## src/rtl/rot4_pkg.sv

```systemverilog
package rot4_pkg;

  // Number of selection levels for a shift amount of shw bits.
  function automatic int stage_count(input int shw);
    return (shw + 1) / 2;
  endfunction

  // Rotate step (in bit places) represented by selector value 1 at level i.
  function automatic int stage_unit(input int i);
    return 1 << (2 * i);
  endfunction

  // Level i resolves two amount bits unless only one bit remains.
  function automatic bit stage_is_radix4(input int i, input int shw);
    return (2 * i + 1) < shw;
  endfunction

endpackage

```

## src/rtl/rot4_sel_stage.sv

```systemverilog
module rot4_sel_stage #(
  parameter int W      = 32,
  parameter int UNIT   = 1,
  parameter bit RADIX4 = 1'b1,
  localparam int SEL_W = RADIX4 ? 2 : 1
) (
  input  logic [W-1:0]     din,
  input  logic [SEL_W-1:0] sel,
  output logic [W-1:0]     dout
);

  function automatic logic [W-1:0] rotc(input logic [W-1:0] x, input int n);
    logic [2*W-1:0] t;
    t = {x, x} << n;
    return t[2*W-1:W];
  endfunction

  generate
    if (RADIX4) begin : g_four
      always_comb begin
        unique case (sel)
          2'd0:    dout = din;
          2'd1:    dout = rotc(din, UNIT);
          2'd2:    dout = rotc(din, 2 * UNIT);
          default: dout = rotc(din, 3 * UNIT);
        endcase
      end
    end else begin : g_two
      always_comb dout = sel[0] ? rotc(din, UNIT) : din;
    end
  endgenerate

  // A rotation only moves bits: the count of ones stays the same.
  always_comb begin
    p_ones_kept_r1: assert ($countones(dout) == $countones(din));
  end

endmodule

```

## src/rtl/rot4_stage_reg.sv

```systemverilog
module rot4_stage_reg #(
  parameter int PW = 64
) (
  input  logic          clk,
  input  logic          rst_n,
  input  logic          en,
  input  logic          vin,
  input  logic [PW-1:0] din,
  output logic          vout,
  output logic [PW-1:0] dout
);

  always_ff @(posedge clk or negedge rst_n) begin
    if (!rst_n)  vout <= 1'b0;
    else if (en) vout <= vin;
  end

  always_ff @(posedge clk) begin
    if (en) dout <= din;
  end

endmodule

```

## src/rtl/radix4_rotator.sv

```systemverilog
module radix4_rotator
  import rot4_pkg::*;
#(
  parameter int DATA_W   = 32,
  parameter int AMT_W    = 8,
  parameter int PIPE     = 2,
  parameter bit FUSE_ADD = 1'b0
) (
  input  logic              clk,
  input  logic              rst_n,
  input  logic              in_valid,
  output logic              in_ready,
  input  logic [DATA_W-1:0] in_data,
  input  logic [AMT_W-1:0]  in_amt,
  input  logic [DATA_W-1:0] in_addend,
  output logic              out_valid,
  input  logic              out_ready,
  output logic [DATA_W-1:0] out_data,
  output logic [DATA_W-1:0] out_addend
);

  localparam int SHW  = $clog2(DATA_W);
  localparam int NST  = stage_count(SHW);
  localparam int NREG = (PIPE > NST) ? NST : PIPE;
  localparam int PW   = 2 * DATA_W + SHW;

  logic [DATA_W-1:0] s_data [NST+1];
  logic [SHW-1:0]    s_amt  [NST+1];
  logic [DATA_W-1:0] s_side [NST+1];
  logic              s_vld  [NST+1];
  logic              adv;

  // Whole pipe moves together; it stalls only when a held result is refused.
  assign adv      = out_ready || !out_valid;
  assign in_ready = adv;

  assign s_data[0] = in_data;
  assign s_amt[0]  = in_amt[SHW-1:0];
  assign s_side[0] = in_addend;
  assign s_vld[0]  = in_valid;

  generate
    if (AMT_W > SHW) begin : g_amt_hi
      logic amt_hi_unused;
      assign amt_hi_unused = ^in_amt[AMT_W-1:SHW];
    end
  endgenerate

  genvar i;
  generate
    for (i = 0; i < NST; i++) begin : g_stage
      localparam bit R4 = stage_is_radix4(i, SHW);
      localparam int SW = R4 ? 2 : 1;

      logic [SW-1:0]     sel;
      logic [DATA_W-1:0] rot;
      logic [DATA_W-1:0] post;

      assign sel = s_amt[i][2*i +: SW];

      rot4_sel_stage #(
        .W      (DATA_W),
        .UNIT   (stage_unit(i)),
        .RADIX4 (R4)
      ) u_sel (
        .din  (s_data[i]),
        .sel  (sel),
        .dout (rot)
      );

      if (FUSE_ADD && (i == NST - 1)) begin : g_fuse
        assign post = rot + s_side[i];
      end else begin : g_plain
        assign post = rot;
      end

      if (i < NREG) begin : g_reg
        logic [PW-1:0] pk_d;
        logic [PW-1:0] pk_q;
        assign pk_d = {post, s_amt[i], s_side[i]};
        rot4_stage_reg #(.PW(PW)) u_reg (
          .clk   (clk),
          .rst_n (rst_n),
          .en    (adv),
          .vin   (s_vld[i]),
          .din   (pk_d),
          .vout  (s_vld[i+1]),
          .dout  (pk_q)
        );
        assign s_data[i+1] = pk_q[PW-1 -: DATA_W];
        assign s_amt[i+1]  = pk_q[DATA_W +: SHW];
        assign s_side[i+1] = pk_q[DATA_W-1:0];
      end else begin : g_wire
        assign s_data[i+1] = post;
        assign s_amt[i+1]  = s_amt[i];
        assign s_side[i+1] = s_side[i];
        assign s_vld[i+1]  = s_vld[i];
      end
    end
  endgenerate

  logic [SHW-1:0] amt_tail_unused;
  assign amt_tail_unused = s_amt[NST];

  assign out_valid  = s_vld[NST];
  assign out_data   = s_data[NST];
  assign out_addend = s_side[NST];

  // a refused result stays put.
  p_hold_out_r6: assert property (@(posedge clk) disable iff (!rst_n)
    (out_valid && !out_ready) |=> (out_valid && $stable(out_data) && $stable(out_addend)));

  // an empty output never blocks the input.
  p_ready_empty_r7: assert property (@(posedge clk) disable iff (!rst_n)
    !out_valid |-> in_ready);

  generate
    if (NREG > 0) begin : g_rst_chk
      // nothing emerges on the first edge after reset.
      p_reset_clear_r8: assert property (@(posedge clk) disable iff (!rst_n)
        $past(!rst_n) |-> !out_valid);
    end
  endgenerate

endmodule

```

## config.mk

```make
export PLATFORM = sky130hd
export DESIGN_NAME = radix4_rotator
export DESIGN_NICKNAME = d
export VERILOG_FILES = /design/src/rtl/rot4_pkg.sv /design/src/rtl/rot4_sel_stage.sv /design/src/rtl/rot4_stage_reg.sv /design/src/rtl/radix4_rotator.sv
export SDC_FILE = /design/constraint.sdc
export NUM_CORES = 1
export LEC_CHECK = 0
export BUFFER_PORTS_ARGS = -buffer_cell sky130_fd_sc_hd__buf_2
export CAP_MARGIN = 20
export CORE_ASPECT_RATIO = 0.7
export CORE_MARGIN = 4
export CORE_UTILIZATION = 40
export CTS_CLUSTER_DIAMETER = 100
export DETAILED_ROUTE_END_ITERATION = 6
export SLEW_MARGIN = 20
export SYNTH_ARGS = -nofsm -noshare
export SYNTH_HDL_FRONTEND = slang
export SYNTH_SLANG_ARGS = --single-unit
```

## constraint.sdc

```tcl
create_clock -name clk -period 5.83 [get_ports clk]
set_input_delay 0.583 -clock clk [delete_from_list [all_inputs] [get_ports clk]]
set_output_delay 0.583 -clock clk [all_outputs]
set_load 0.02 [all_outputs]
```

==> impl_summary.txt, run 1 <==
----------------------------------------------------
[Clock network]
  Largest buffer count on any clock path ... 2
  Clock slew seen by the registers of the worst setup and hold paths ... 0.06 ns
  CTS H-tree lvls ... 4
  TritonCTS Buffers ... 17
  Number of clock sinks ... 134
  Setup fix buffers added after clock tree synthesis ... 0
  Cts repair resizes ... 0
  TritonCTS clock tree ... yes
  Clock latency of the later-clocked register in the worst-skew pair ... roughly 0.41 ns
  Number of hold-repair buffers added at the cts stage ... 1
  Clock Tree Root ... clkbuf_16

[Drt]
  Number of nets still failing antenna checks after routing ... 0
  DRT iter0 DRCs ... ~200
  Count of unresolved DRC violations after routing ... 0
  Via Count ... roughly 3200
  Final wirelength ... 12000 microns
  Detailed Routing Iterations Pass 1 ... 5
  Routed length per instance ... 19.8 microns
  Post-DR vias/cell ... about 5.2

[Global route]
  Via count of the first global-routing pass ... roughly 3200
  Remaining global-route overflow ... 0
  Pin count of the biggest net entering global routing ... 75
  Wire length of the first global-routing pass ... around 19000 microns
  Initial antenna violation count ... 1
  Global-route usage over all layers ... 14.4%

[Pwr]
  Total power consumption of the routed design ... around 2.8 mW
  Maximum resistive drop on vdd ... roughly 0.00021 V
  Power per cell area ... between 300 and 400 nW/um^2
  Cell leakage power ... about 2.8 nW

[Place]
  Detailed placer's ending HPWL ... about 8500 microns
  GPL Wtd Cong ... between 0.7 and 0.8
  I/O Buffers ... around 140
  Placed insts ... between 500 and 600

[Die]
  Initial cell density of the core ... between 40% and 50%
  Total Die Area ... about 18000 sq um
  I/O pin count ... between 100 and 150
  Floorplan core area ... ~15000 sq um
  Number of rows in the core area ... 38
  Die Span Y ... roughly 110 microns
  Die Span X ... about 160 microns

[Timing]
  Final-report setup violation count ... 0
  Number of max-slew violations in the final report ... 0
  Sum of negative setup slack ... 0 ns
  Worst rel slew slack ... between 30% and 40%
  Final cycle utilization of the critical path ... between 40% and 50%
  RSZ-0062 raised after global routing ... no
  Post-route worst hold slack ... approximately 0.35 ns
  Setup clock skew after layout ... around 0.006 ns
  Highest Clock Rate ... between 400 and 500 MHz
  Clock period minus worst slack ... roughly 2.4 ns
  Final hold violations ... 0
  Slew at the pin closest to its max-slew limit ... 0.997 ns

[Final layout]
  Layout cells sized above 1 ... 65.2%
  Layout Area Growth over Synthesis ... 18.3%
  Antenna fix cells ... 0
  Filler instances ... 1308
  Post-layout utilization of the core ... about half
  FF+latch area ... between 4000 and 5000 sq um
  Total area of multi-input combinational cells ... approximately 1800 sq um
  Most common cell after layout, fill and taps aside ... buf_2
  Final non-filler cell total ... around 600
  Most used cells in the layout excluding fill and tap cells ... buf_2 (138), edfxtp_1 (132), mux4_2 (62), mux2_2 (31), clkbuf_16 (17)
  Net total in the final layout ... 471

[Setup path]
  Slowest CP cell ... nand2b_4
  Data required time of the worst path ... around 5.3 ns
  Sort of element at the end of the critical path ... primary output
  Data arrival at the endpoint of the critical path ... between 1.5 and 2 ns
  Critical path, cell by cell ... nand2b_4 -> buf_2
  Number of buffer and inverter instances along the worst setup path ... 1
  CP max FO ... between 70 and 80
  Startpoint kind of the worst setup timing path ... flip-flop
  Kind of cell adding the most delay to the critical path ... simple AND/OR/NAND/NOR gates
  Critical path's largest stage delay ... 0.72 ns
  Start-to-end type of the worst setup path ... reg2out
  Setup slack on the worst flop-to-flop path ... 3.53 ns

[Job]
  Max-capacitance violation count ... 0

[Outcome]
  Run status ... complete, no violations

[Worst hold path]
  Kind of path behind the tightest hold check ... in2reg

[Synthesis]
  Cell area after synthesis ... 6300 sq um
  Sequential element share of the synthesized area ... 63.8%
  Gate count after technology mapping ... roughly 290
  Number of distinct library cells after synthesis ... 12
  Yosys top cell area share ... a little over three fifths
  Cell taking the most area after synthesis ... edfxtp_1
  Syn. warnings ... 0
  Post-synthesis area per instance ... approximately 22 sq um
  FF+latch count, synth ... 134
  Synth Net Count ... 361
  Cell types occupying the most area after synthesis ... edfxtp_1 (63%), mux4_2 (22%), mux2_2 (5.5%)

----------------------------------------------------
[where the power goes]
group          leakage (nW)  total [mW]  switching, mW  internal (mW)
clock                 0.282        1.08          0.386          0.695
combinational          1.12       0.474          0.257          0.218
sequential             1.35        1.28         0.0615           1.22
total                  2.75        2.84          0.704           2.13
[Yosys cell counts]
cell,count
buf_12,5
buf_2,6
buf_4,34
buf_6,5
clkbuf_1,2
dfrtp_1,2
edfxtp_1,132
mux2_1,2
mux2_2,31
mux4_1,2
mux4_2,62
nand2b_1,2
[registers in the layout, indices dropped and copies added (netlist names)]
name	cells
g_stage.g_reg.u_reg.vout	2
g_stage.g_reg.u_reg.dout	132
[path summary, 6_finish.rpt]
path                                                  from                               to  depth (start not counted)
max reg2reg                    g_stage[1].g_reg.u_reg.vout  g_stage[1].g_reg.u_reg.dout[36]                          2
max                            g_stage[1].g_reg.u_reg.vout                         in_ready                          2
min                                          in_addend[27]  g_stage[0].g_reg.u_reg.dout[27]                          1
min in group asynchronous                            rst_n      g_stage[1].g_reg.u_reg.vout                          2
max in group asynchronous                            rst_n      g_stage[0].g_reg.u_reg.vout                          2
min reg2reg                g_stage[0].g_reg.u_reg.dout[12]  g_stage[1].g_reg.u_reg.dout[12]                          0
[final cells by class]
class	instances	area share, %
Timing Repair Buffer	143	9.81
Sequential cell	134	53.9
Tap cell	200	3.36
Clock buffer	21	6.18
Multi-Input combinational cell	99	24.7
Clock inverter	11	2.02
[stage by stage]
stage          worst slack, ns  cell area (sq um)
5_1_grt                   3.23               7450
3_3_place_gp              3.27               6830
4_1_cts                   3.32               7450
2_1_floorplan             1.19               6300
6_report                  3.41               7450
3_5_place_dp              3.19               6830
[metal layers]
layer | vias to the layer above | routed length [microns] | global-route usage (%)
met3 | 8 | 979 | 6.00
met2 | 113 | 5550 | 20.2
met1 | 1626 | 5430 | 20.7
met4 | 2 | 85 | 4.09
met5 | - | 7 | 0
li1 | 1403 | - | -
[logic make-up after synthesis]
| logic type | synth area share (%) |
|---|---|
| buffers and inverters | 7.13 |
| DFF | 63.8 |
| muxes | 28.9 |
| and+or+nand+nor | 0.199 |
Power figures use the tool's default switching activity.
==> run 2: changes to the inputs <==
clock period = 2.45 ns   (was 5.83 ns; I/O delays follow)
==> run 2 against run 1 <==
  * Combinational power is 140% higher
  * Flip-flop and latch count unchanged
  * Via count increased by 2.3%
  * Die area unchanged
  * Sequential share of layout area fell by 1.6 points
  * Clock power is 140% higher
  * First-iteration DRC count grew 7.0%
  * Power is 140% higher
  * Cell count increased by 3.5%
  * Routed wire length increased by 1.1%
  * Critical path type unchanged
  * Largest power group unchanged
  * Highest routed layer is now met4
==> impl_summary.txt, run 2 (synthesized netlist as in run 1, its figures left out) <==
----------------------------------------------------
[Global route]
  Wire length of the first global-routing pass ... slightly below 20000 microns
  Remaining global-route overflow ... 0
  Via count of the first global-routing pass ... between 3000 and 4000
  Pin count of the biggest net entering global routing ... 56
  Initial antenna violation count ... 0
  Global-route usage over all layers ... between 10% and 20%

[Clock network]
  Setup fix buffers added after clock tree synthesis ... 0
  Largest buffer count on any clock path ... 2
  TritonCTS Buffers ... 17
  Number of clock sinks ... between 100 and 150
  TritonCTS clock tree ... yes
  Clock slew seen by the registers of the worst setup and hold paths ... 0.06 ns
  CTS H-tree lvls ... 4
  Clock latency of the later-clocked register in the worst-skew pair ... around 0.41 ns
  Clock Tree Root ... clkbuf_16

[Timing]
  Final cycle utilization of the critical path ... roughly three quarters
  Final-report setup violation count ... 0
  Number of max-slew violations in the final report ... 0
  Slack of the critical path ... 0.564 ns
  Worst rel slew slack ... between 50% and 60%
  Highest Clock Rate ... roughly 530 MHz
  Clock period minus worst slack ... approximately 1.9 ns
  Slew at the pin closest to its max-slew limit ... 0.695 ns
  Final hold violations ... 0
  RSZ-0062 raised after global routing ... no
  Sum of negative setup slack ... 0 ns
  Setup clock skew after layout ... 0.0135 ns

[Setup path]
  CP max FO ... 32
  Startpoint kind of the worst setup timing path ... flip-flop
  Data required time of the worst path ... roughly 2.2 ns
  Sort of element at the end of the critical path ... primary output
  Critical path, cell by cell ... buf_4 -> mux2_2 -> buf_2
  Number of buffer and inverter instances along the worst setup path ... 2
  Critical path's largest stage delay ... between 0.3 and 0.4 ns
  Kind of cell adding the most delay to the critical path ... buffers and inverters
  Data arrival at the endpoint of the critical path ... 1.64 ns
  Start-to-end type of the worst setup path ... reg2out
  Slowest CP cell ... mux2_2

[Place]
  Pre-CTS worst setup slack ... between 0.7 and 0.8 ns
  GPL Wtd Cong ... between 0.7 and 0.8
  I/O Buffers ... 138
  Detailed placer's ending HPWL ... 8860 microns

[Drt]
  Post-DR vias/cell ... between 5 and 6
  Routed length per instance ... between 15 and 20 microns
  Number of nets still failing antenna checks after routing ... 0
  Count of unresolved DRC violations after routing ... 0
  Via Count ... 3225
  Final wirelength ... 12200 microns
  Detailed Routing Iterations Pass 1 ... 5
  DRT iter0 DRCs ... roughly 220

[Final layout]
  Most used cells in the layout excluding fill and tap cells ... buf_2 (138), edfxtp_1 (132), mux4_2 (62), mux2_2 (31), dlygate4sd3_1 (18)
  Layout cells sized above 1 ... 62.9%
  Biggest registers after layout ... g_stage.g_reg.u_reg.dout x132, g_stage.g_reg.u_reg.vout x2
  Net total in the final layout ... approximately 490
  Most common cell after layout, fill and taps aside ... buf_2
  Layout Area Growth over Synthesis ... 21.8%
  Register with the highest flop count ... g_stage.g_reg.u_reg.dout
  Antenna fix cells ... 0
  Flip-flop count of the largest register, all copies and words added ... between 100 and 150

[Die]
  I/O pin count ... between 100 and 150
  Total Die Area ... 17800 sq um
  Initial cell density of the core ... between 40 and 50%
  Floorplan core area ... 15500 sq um
  Die Span X ... approximately 160 microns
  Die Span Y ... between 100 and 150 microns
  Number of rows in the core area ... 38

[Pwr]
  Power per cell area ... around 890 nW/um^2
  Maximum resistive drop on vdd ... around 0.00051 V
  Cell leakage power ... around 2.9 nW
  Total power consumption of the routed design ... about 6.8 mW

[Outcome]
  Run status ... complete, no violations

[Worst hold path]
  Kind of path behind the tightest hold check ... in2reg

[Job]
  Max-capacitance violation count ... 0

----------------------------------------------------
[run 2: cell types whose count changed in the layout (fill, tap and decap cells not counted), sizes merged]
cell	change
clkinvlp	-3
inv	+2
dlygate4sd3	+17
clkinv	+1
buf	+4
[run 2: final cells by class]
type	count	area (sq um)
fillers	1294	7780
flip-flops and latches	134	4010
multi-input cells	99	1840
repair buffers	164	956
clock buffers	21	460
well taps	200	250
clock inverters	11	150
[run 2: repair_timing]
action / CTS / global route
hold buffers: 9 / 9
resized for setup: 0 / 0
endpoints found under the setup margin: 0 / 0
endpoints found under the hold margin: 10 / 9
[run 2: worst paths after layout]
path	startpoint	end	slack [ns]	cells after the start
max in group asynchronous	rst_n	g_stage[1].g_reg.u_reg.vout	2.21	2
min in group asynchronous	rst_n	g_stage[0].g_reg.u_reg.vout	0.15	2
setup reg to reg	g_stage[0].g_reg.u_reg.dout[34]	g_stage[1].g_reg.u_reg.dout[49]	0.80	2
hold reg to reg	g_stage[0].g_reg.u_reg.dout[31]	g_stage[1].g_reg.u_reg.dout[31]	0.41	0
hold / removal	in_addend[24]	g_stage[0].g_reg.u_reg.dout[24]	0.02	1
setup / recovery	g_stage[1].g_reg.u_reg.dout[36]	out_data[21]	0.56	3
[run 2: through the flow]
step                      instance area [sq um]  hold WS (ns)  instances  utilization, %
after floorplan                            6300       -0.0506        285               -
after global placement                     6880        0.0288        579            44.5
after detailed placement                   6880        0.0317        579            44.5
after CTS                                  7580      0.000199        620            49.1
after global routing                       7670       0.00181        629            49.6
final                                      7670        0.0165        629            49.6
[run 2: power by group]
group          total (mW)  leakage, nW  switching, mW  internal [mW]
clock                2.59        0.294          0.932           1.66
sequential           3.04         1.35          0.146           2.90
combinational        1.16         1.22          0.616          0.549
total                6.80         2.87           1.69           5.11
[run 2: routing by layer]
| metal | global-route usage [%] | vias up | routed length (microns) |
|---|---|---|---|
| li1 | - | 1445 | - |
| met1 | 21.2 | 1658 | 5440 |
| met2 | 20.6 | 117 | 5730 |
| met3 | 4.09 | 5 | 911 |
| met4 | 4.43 | 0 | 102 |
| met5 | 0 | - | 0 |
